===== src/rtl/shx_pkg.sv =====
package shx_pkg;

    localparam logic [2:0] OPC_SLL  = 3'd0;
    localparam logic [2:0] OPC_SR   = 3'd1;
    localparam logic [2:0] OPC_EXSL = 3'd2;

    typedef enum logic [1:0] {
        K_NONE  = 2'd0,
        K_LEFT  = 2'd1,
        K_RIGHT = 2'd2,
        K_EXTL  = 2'd3
    } shx_kind_e;

endpackage


===== src/rtl/shx_decode.sv =====
module shx_decode
    import shx_pkg::*;
(
    input  logic [2:0] opcode,
    output shx_kind_e  kind,
    output logic       valid
);

    always_comb begin
        unique case (opcode)
            OPC_SLL:  kind = K_LEFT;
            OPC_SR:   kind = K_RIGHT;
            OPC_EXSL: kind = K_EXTL;
            default:  kind = K_NONE;
        endcase
    end

    always_comb begin
        unique case (kind)
            K_LEFT, K_RIGHT, K_EXTL: valid = 1'b1;
            default:                 valid = 1'b0;
        endcase
    end

endmodule


===== src/rtl/shx_left.sv =====
module shx_left #(
    parameter int DATA_W = 64,
    parameter int AMT_W  = 7
) (
    input  logic [DATA_W-1:0] a,
    input  logic [AMT_W-1:0]  amt,
    input  logic              m32,
    input  logic              sext,
    output logic [DATA_W-1:0] res
);

    localparam int HALF_W = DATA_W / 2;

    logic [DATA_W-1:0] src;
    logic [DATA_W-1:0] wide;

    always_comb begin
        if (sext && !m32) begin
            src = {{HALF_W{a[HALF_W-1]}}, a[HALF_W-1:0]};
        end else begin
            src = a;
        end
        wide = src << amt;
        if (m32) begin
            res = {{HALF_W{1'b0}}, wide[HALF_W-1:0]};
        end else begin
            res = wide;
        end
    end

endmodule


===== src/rtl/shx_right.sv =====
module shx_right #(
    parameter int DATA_W = 64,
    parameter int AMT_W  = 7
) (
    input  logic [DATA_W-1:0] a,
    input  logic [AMT_W-1:0]  amt,
    input  logic              m32,
    input  logic              sgn,
    output logic [DATA_W-1:0] res
);

    localparam int HALF_W = DATA_W / 2;

    logic signed [DATA_W-1:0] full_s;
    logic signed [HALF_W-1:0] lo_s;
    logic [HALF_W-1:0]        lo;
    logic [HALF_W-1:0]        hi;

    assign full_s = a;
    assign lo_s   = a[HALF_W-1:0];

    always_comb begin
        lo  = '0;
        hi  = '0;
        res = '0;
        if (m32) begin
            if (sgn) begin
                lo = lo_s >>> amt;
                hi = {HALF_W{a[HALF_W-1]}};
            end else begin
                lo = a[HALF_W-1:0] >> amt;
            end
            res = {hi, lo};
        end else if (sgn) begin
            res = full_s >>> amt;
        end else begin
            res = a >> amt;
        end
    end

endmodule


===== src/rtl/shx_stage.sv =====
module shx_stage
    import shx_pkg::*;
#(
    parameter int DATA_W = 64,
    parameter int CTX_W  = 16,
    parameter int MUX_W  = 2
) (
    input  logic [DATA_W-1:0] src_a,
    input  logic [DATA_W-1:0] shamt_b,
    input  logic [2:0]        opcode,
    input  logic              mode32,
    input  logic              signed_op,
    input  logic [CTX_W-1:0]  ctx_in,
    input  logic [MUX_W-1:0]  muxid_in,
    output logic [DATA_W-1:0] result,
    output logic              ok,
    output logic [CTX_W-1:0]  ctx_out,
    output logic [MUX_W-1:0]  muxid_out
);

    localparam int HALF_W = DATA_W / 2;
    localparam int AMT_W  = $clog2(DATA_W) + 1;

    shx_kind_e         kind;
    logic              dec_ok;
    logic [AMT_W-1:0]  amt;
    logic [DATA_W-1:0] left_res;
    logic [DATA_W-1:0] right_res;

    shx_decode u_dec (
        .opcode (opcode),
        .kind   (kind),
        .valid  (dec_ok)
    );

    always_comb begin
        if (mode32) begin
            amt = {1'b0, shamt_b[AMT_W-2:0]};
        end else begin
            amt = shamt_b[AMT_W-1:0];
        end
    end

    shx_left #(.DATA_W(DATA_W), .AMT_W(AMT_W)) u_left (
        .a    (src_a),
        .amt  (amt),
        .m32  (mode32),
        .sext (kind == K_EXTL),
        .res  (left_res)
    );

    shx_right #(.DATA_W(DATA_W), .AMT_W(AMT_W)) u_right (
        .a    (src_a),
        .amt  (amt),
        .m32  (mode32),
        .sgn  (signed_op),
        .res  (right_res)
    );

    always_comb begin
        unique case (kind)
            K_LEFT, K_EXTL: result = left_res;
            K_RIGHT:        result = right_res;
            default:        result = '0;
        endcase
        ok = dec_ok;
    end

    assign ctx_out   = ctx_in;
    assign muxid_out = muxid_in;

    // Checks on the settled outputs, relating them to the input ports.
    always_comb begin
        p_ok_decode_r9: assert (ok == (opcode <= 3'd2))
            else $error("ok does not match opcode");
        p_idle_zero_r10: assert (ok || (result == '0))
            else $error("result nonzero while ok low");
        p_ctx_pass_r11: assert ((ctx_out == ctx_in) && (muxid_out == muxid_in))
            else $error("context tag altered");
        p_word_left_hi_r2: assert (!(mode32 && (opcode == 3'd0 || opcode == 3'd2))
                                   || (result[DATA_W-1:HALF_W] == '0))
            else $error("word left shift upper half not zero");
        p_word_sr_hi_r3: assert (!(mode32 && opcode == 3'd1 && !signed_op)
                                 || (result[DATA_W-1:HALF_W] == '0))
            else $error("word logical right upper half not zero");
        p_word_sra_hi_r4: assert (!(mode32 && opcode == 3'd1 && signed_op)
                                  || (result[DATA_W-1:HALF_W] == {HALF_W{src_a[HALF_W-1]}}))
            else $error("word arithmetic right upper half not sign");
        p_big_left_r1: assert (!(!mode32 && (opcode == 3'd0 || opcode == 3'd2)
                                 && shamt_b[AMT_W-1]) || (result == '0))
            else $error("left shift by 64 or more not zero");
        p_big_sra_r6: assert (!(!mode32 && opcode == 3'd1 && signed_op && shamt_b[AMT_W-1])
                              || (result == {DATA_W{src_a[DATA_W-1]}}))
            else $error("arithmetic right by 64 or more not sign fill");
    end

endmodule


===== config.mk =====
export PLATFORM = sky130hd
export DESIGN_NAME = shx_stage
export DESIGN_NICKNAME = d
export VERILOG_FILES = /design/src/rtl/shx_pkg.sv /design/src/rtl/shx_decode.sv /design/src/rtl/shx_left.sv /design/src/rtl/shx_right.sv /design/src/rtl/shx_stage.sv
export SDC_FILE = /design/constraint.sdc
export NUM_CORES = 1
export LEC_CHECK = 0
export CELL_PAD_IN_SITES_DETAIL_PLACEMENT = 2
export CELL_PAD_IN_SITES_GLOBAL_PLACEMENT = 2
export CORE_MARGIN = 2
export CORE_UTILIZATION = 30
export DETAILED_ROUTE_END_ITERATION = 10
export GPL_TIMING_DRIVEN = 0
export PLACE_DENSITY = 0.87
export SYNTH_ARGS = -nofsm -noshare
export SYNTH_HDL_FRONTEND = slang
export SYNTH_HIERARCHICAL = 1
export SYNTH_SLANG_ARGS = --single-unit
export TNS_END_PERCENT = 100

===== constraint.sdc =====
create_clock -name vclk -period 3.8
set_clock_uncertainty 0.1 [all_clocks]
set_input_delay 0.57 -clock vclk [all_inputs]
set_output_delay 0.57 -clock vclk [all_outputs]
set_load 0.02 [all_outputs]

==> results of run 1 <==
## routing by layer
metal,overflow,track usage
met5,0,0.306
met2,4,0.894
met3,0,0.562
met4,2,0.646
met1,0,0.731
## kinds of logic after synthesis
family                 after synthesis  synth area share
AO/OA/AOI/OAI                      642             0.335
XOR/XNOR                             1          0.000643
buffers and inverters              238            0.0936
multiplexers                       342             0.362
AND/OR/NAND/NOR                    614             0.209
## per-stage QoR
step / instances / setup TNS, ns / hold WS [ns] / setup slack [ns] / cell area [µm²]
floorplan: 1837 / 0 / 1.12 / 0.186 / 13600
global placement: 2594 / -159.10 / 1.67 / -4.05 / 15900
detailed placement: 2598 / -160.00 / 1.67 / -3.34 / 16000
CTS: 2758 / -5.73 / 1.67 / -0.287 / 21000
## repair_timing
| item | in CTS |
|---|---|
| gates cloned | 7 |
| buffers inserted | 159 |
| gates resized for setup | 1438 |
| setup endpoints to repair | 64 |
| pin swaps | 170 |
==> flow_summary.ini, run 1 <==
[synthesis]
synth.distinct_cells = 89
syn_area_mm2 = 0.0136
synth_top_area_frac = 0.175
synth.largest_area_cell = mux4_2
synth_nets = 1988
synth.avg_cell_area_um2 = 7.41
post-synth-top-count-cell = nand2_1
ys_seq_area_frac = 0
yosys-top-cells-count = nand2_1, nor2_1, mux2i_1, o21ai_0, mux4_2
ys.warnings.count = 6
yosys-top-cells-area = mux4_2, mux2i_1, mux2_2, nand2_1, a22o_1
synthCells = 1837

[place]
place_congestion = 1.08
dp_hpwl_um = 95900
numPortBuffers = 157

[global_route]
grt_max_degree = 15
grt_usage = 0.717
grt.overflow.total = 6

[timing]
endpoint_type = top-level output
grt-worst-endpoint = result[4]

[floorplan]
initial_core_util = 0.302
die_w_um = 217
dieHeight_um = 217
placementRows = 78
io_pins = 234

[clocking]
cts_hold_buf = 0

[status]
outcome = stopped before the end
toolErrorMsg = [ERROR GRT-0232] Routing congestion too high. Check the congestion heatmap in the GUI.
lastStage = global routing
==> run 2: changes to the inputs <==
--- a/config.mk
+++ b/config.mk
@@ -5,13 +5,11 @@
 export SDC_FILE = /design/constraint.sdc
 export NUM_CORES = 1
 export LEC_CHECK = 0
-export CELL_PAD_IN_SITES_DETAIL_PLACEMENT = 2
-export CELL_PAD_IN_SITES_GLOBAL_PLACEMENT = 2
 export CORE_MARGIN = 2
-export CORE_UTILIZATION = 30
+export CORE_UTILIZATION = 20
 export DETAILED_ROUTE_END_ITERATION = 10
 export GPL_TIMING_DRIVEN = 0
-export PLACE_DENSITY = 0.87
+export PLACE_DENSITY_LB_ADDON = 0.15
 export SYNTH_ARGS = -nofsm -noshare
 export SYNTH_HDL_FRONTEND = slang
 export SYNTH_HIERARCHICAL = 1
==> run 2 against run 1 <==
  * The flow now finishes, with violations (negative setup slack)
  * Area after synthesis unchanged
  * Synthesized cell count unchanged
==> flow_summary.ini, run 2 <==
[layout]
n_sequential_cell = 0
drive_above_1_share = 0.539
nNetsFinal = 2363
stdcell_count = 3084
clkbuf_count = 0
utilization = 0.337
fill_cells = 7094
multi_input_area_mm2 = 0.0157
layout_commonest_cell = buf_4
syn2layout_area_growth_pct = 66.5
regArea_um2 = 0
layout_common_cells = buf_4, nand2_1, nor2_1

[place]
dp_hpwl_um = 99000
place_ws_ns = -3.75
dp.cells = 2869
numPortBuffers = 157
place_congestion = 1.02

[detailed_routing]
vias = 20487
wl_per_cell_um = 40.7
viasPerCell = 6.64
drtIter0Drc = 3017
drt.antenna.violating_nets = 0
drc = 0
routed_wl_um = 126000
first_pass_iters = 6

[floorplan]
initial_core_util = 0.202
dieHeight_um = 265
io_pins = 234
die_w_um = 265
die-area_mm2 = 0.0702
placementRows = 95
core_area_mm2 = 0.0673

[global_route]
grt_max_degree = 15
grt_pass1_wl_um = 169000
antenna_found_initial = 6
grt_usage = 0.343
grt_pass1_vias = 19267
grt.overflow.total = 0

[critical_path]
worstPathRequired_ns = 3.13
cp-end-kind = output port
criticalPathCategory = in2out
startpoint_type = input pin
critPathMaxFanout = 10
crit_arrival_ns = 3.61

[synthesis]
ys.warnings.count = 6
ys_seq_area_frac = 0
synth.distinct_cells = 89
synth_top_area_frac = 0.175
synth_compound_area_frac = 0.335
syn_area_mm2 = 0.0136
synth-adder-area-share = 0
synth.avg_cell_area_um2 = 7.41
synth.largest_area_cell = mux4_2
synth_top_family_by_area = multiplexers
yosys-top-cells-area = mux4_2, mux2i_1, mux2_2, nand2_1, a22o_1
yosys.area_share.xor_xnor = 0.000643
post-synth-top-count-cell = nand2_1
synthCells = 1837
synthSimpleGateAreaFrac = 0.209
yosys-top-cells-count = nand2_1, nor2_1, mux2i_1, o21ai_0, mux4_2
synthMuxAreaShare = 0.362
synth_nets = 1988

[hold_path]
hold-path-endpoint = ctx_out[2]
hold_class = in2out
hold_depth = 2
hp-start = ctx_in[2]

[timing]
setup_viol = 39
rsz0062_at_grt = true
worst_pin_slew_ns = 1.02
hold_slack_ns = 1.66
min_period_ns = 4.28
max_freq_mhz = 234
worst_slack_ns = -0.482
timing.final.crit_share = 1.13
report.final.slew_viol_count = 0
slew_headroom = 0.323
finalHoldViolations = 0

[status]
violations = negative setup slack
outcome = complete, but fails checks

[pwr]
p_per_area_mw_per_mm2 = 194
cellInternalPower_w = 0.00172
combPwrFrac = 1.000
power_frac_clock = 0
ir_drop_uv = 53.0
switching_share = 0.607
p_leak_nw = 8.36
pwr-share-seq = 0
switchingPower_w = 0.00267

[clocking]
cts_hold_buf = 0

[job]
drv_cap = 0
==> run 2: cell counts after synthesis <==
No cell type changed its count.
==> run 2: worst max path at each step <==
stage | to | startpoint
floorplan | result[62] | opcode[2]
global placement | result[10] | mode32
detailed placement | result[10] | mode32
CTS | result[10] | src_a[63]
global route | result[29] | shamt_b[0]
finish | result[10] | src_a[63]
==> run 2: logic make-up (layout without fill, tap and decap cells) <==
logic type / count (synthesis) / after routing
AND/OR/NAND/NOR: 614 / 614
multiplexers: 342 / 342
other: 0 / 1
buffers and inverters: 238 / 611
XOR/XNOR: 1 / 1
AO/OA/AOI/OAI: 642 / 642
==> run 2: layer usage <==
metal  global-route usage  vias to the layer above  share of wire
met5                    0                        -        0.00036
met4                0.148                        6          0.060
met3               0.0779                      314           0.11
met2                0.504                     1737           0.41
met1                0.476                    10370           0.41
li1                     -                     8060              -
==> run 2: area by class of cell <==
cell class / count / share of cell area
multi-input cells: 1599 / 0.691
repair buffers: 383 / 0.160
plain buffers: 213 / 0.0978
well taps: 873 / 0.0482
inverters: 15 / 0.00293
diodes: 1 / 0.000110
==> run 2: what timing repair did <==
action	4_1_cts	5_1_grt
setup endpoints to repair	64	64
pin swaps	190	129
setup buffers	162	55
cloned	11	0
resized for setup	1523	222
==> run 2: stage by stage <==
stage                     area, µm²  setup TNS (ns)  total power [W]
after global routing          22700           -7.64          0.00442
after floorplan               13600               0          0.00161
after global placement        16300         -182.44          0.00309
after CTS                     21600           -6.10          0.00397
after detailed placement      16300         -175.90          0.00305
final                         22700           -7.65          0.00439
==> run 2: worst max-delay path: stages <==
cell             delay, ns
clkdlybuf4s15_2       0.28
clkbuf_8              0.22
mux4_2                0.57
a22oi_2               0.32
a21oi_1               0.12
o22a_1                0.22
o211ai_1              0.26
o211ai_1              0.45
a22o_1                0.42
buf_6                 0.15
==> run 2: power groups by stage <==
| stage | clock (W) | combinational (W) | sequential, W |
|---|---|---|---|
| after detailed placement | 0 | 0.00305 | 0 |
| final | 0.0000000000172 | 0.00439 | 0 |
| after global routing | 0.0000000000187 | 0.00442 | 0 |
| after global placement | 0 | 0.00309 | 0 |
| after floorplan | 0 | 0.00161 | 0 |
| after CTS | 0 | 0.00397 | 0 |
Power figures use the tool's default switching activity.
==> run 3: changes to the inputs <==
--- a/config.mk
+++ b/config.mk
@@ -10,6 +10,7 @@
 export DETAILED_ROUTE_END_ITERATION = 10
 export GPL_TIMING_DRIVEN = 0
 export PLACE_DENSITY_LB_ADDON = 0.15
+export RECOVER_POWER = 50
 export SYNTH_ARGS = -nofsm -noshare
 export SYNTH_HDL_FRONTEND = slang
 export SYNTH_HIERARCHICAL = 1
==> run 3 against run 2 <==
  * The flow still finishes with violations (negative setup slack)
  * Cell count unchanged
  * Fmax down 0.17%
  * Worst hold slack unchanged
  * Die area unchanged
==> flow_summary.ini, run 3 (same netlist as run 2, synthesis figures left out) <==
[pwr]
p_leak_nw = 8.36
p_per_area_mw_per_mm2 = 194
ir_drop_uv = 53.2
power_w = 0.00439

[global_route]
grt_pass1_wl_um = 169000
antenna_found_initial = 6
grt_pass1_vias = 19267
grt.overflow.total = 0
grt_max_degree = 15
grt_usage = 0.343

[detailed_routing]
drt.antenna.violating_nets = 0
drc = 0
wl_per_cell_um = 40.7
drtIter0Drc = 3058
viasPerCell = 6.61
vias = 20380
routed_wl_um = 125000
first_pass_iters = 6

[critical_path]
critPathMaxFanout = 10
cp-end-kind = output port
crit_arrival_ns = 3.62
startpoint_type = input pin
criticalPathCategory = in2out
worstPathRequired_ns = 3.13
critPathLaunch = src_a[63]

[hold_path]
hold-path-endpoint = ctx_out[2]
hold_class = in2out
hold_depth = 2
hp-start = ctx_in[2]

[timing]
worst_pin_slew_ns = 1.01
max_freq_mhz = 233
timing.final.crit_share = 1.13
setup_viol = 38
finalHoldViolations = 0
report.final.slew_viol_count = 0
min_period_ns = 4.29
rsz0062_at_grt = true
worst_slack_ns = -0.489
slew_headroom = 0.325

[floorplan]
dieHeight_um = 265
io_pins = 234
die-area_mm2 = 0.0702
placementRows = 95
initial_core_util = 0.202
core_area_mm2 = 0.0673
die_w_um = 265

[layout]
layout_commonest_cell = buf_4
n_sequential_cell = 0
drive_above_1_share = 0.539
nNetsFinal = 2363
regArea_um2 = 0
layout_common_cells = buf_4, nand2_1, nor2_1
clkbuf_count = 0
syn2layout_area_growth_pct = 66.5

[place]
place_congestion = 1.02
numPortBuffers = 157
place_ws_ns = -3.75
dp_hpwl_um = 99000

[job]
drv_cap = 0

[status]
violations = negative setup slack
outcome = complete, but fails checks
run 3: cell count changes in the layout (fill, tap and decap cells not counted):
cell,previous run,this run
clkdlybuf4s50_1,19,2
dlygate4sd3_1,0,17
run 3: critical path: stages:
cell             delay, ns
clkdlybuf4s15_2       0.28
clkbuf_8              0.23
mux4_2                0.57
a22oi_2               0.33
a21oi_1               0.12
o22a_1                0.21
o211ai_1              0.26
o211ai_1              0.45
a22o_1                0.43
buf_6                 0.16
run 3: metal layers:
layer	track usage	up-vias	wire length, µm
li1	-	8056	-
met1	0.476	10364	52300
met2	0.504	1641	51500
met3	0.0779	313	14100
met4	0.148	6	7490
met5	0	-	46
run 3: worst max-delay path by stage:
stage | to | slack [ns] | cells after the start
finish | result[10] | -0.49 | 10
global route | result[29] | -0.45 | 13
CTS | result[10] | -0.39 | 10
detailed placement | result[10] | -3.75 | 13
global placement | result[10] | -3.92 | 13
floorplan | result[62] | 0.19 | 12
run 3: timing repair:
item | in CTS | in global routing
cloned | 11 | 0
resized for setup | 1523 | 222
endpoints found under the hold margin | 0 | 0
endpoints found under the setup margin | 64 | 64
hold buffers | 0 | 0
setup buffers | 162 | 55
pin swaps | 190 | 129
run 3: final cells by class:
class / instances / area (µm²)
diodes: 1 / 2.50
plain buffers: 213 / 2220
fillers: 7094 / 44600
inverters: 15 / 66.3
multi-input cells: 1599 / 15700
well taps: 873 / 1090
repair buffers: 383 / 3630
run 3: power breakdown:
part	switching, W	total (W)	internal (W)	leakage (nW)
clock network	0	0.00000000000997	0.00000000000996	0.00000634
registers	0	0	0	0
logic	0.00267	0.00439	0.00172	8.36
run 3: per-stage QoR:
stage	util	area, µm²	std cells	TNS, ns	hold slack [ns]
after CTS	0.320	21600	3037	-6.10	1.67
after global placement	0.242	16300	2867	-182.44	1.67
after global routing	0.337	22700	3084	-7.64	1.69
after floorplan	-	13600	1837	0	1.12
final	0.337	22700	3084	-7.64	1.66
after detailed placement	0.242	16300	2869	-175.90	1.67
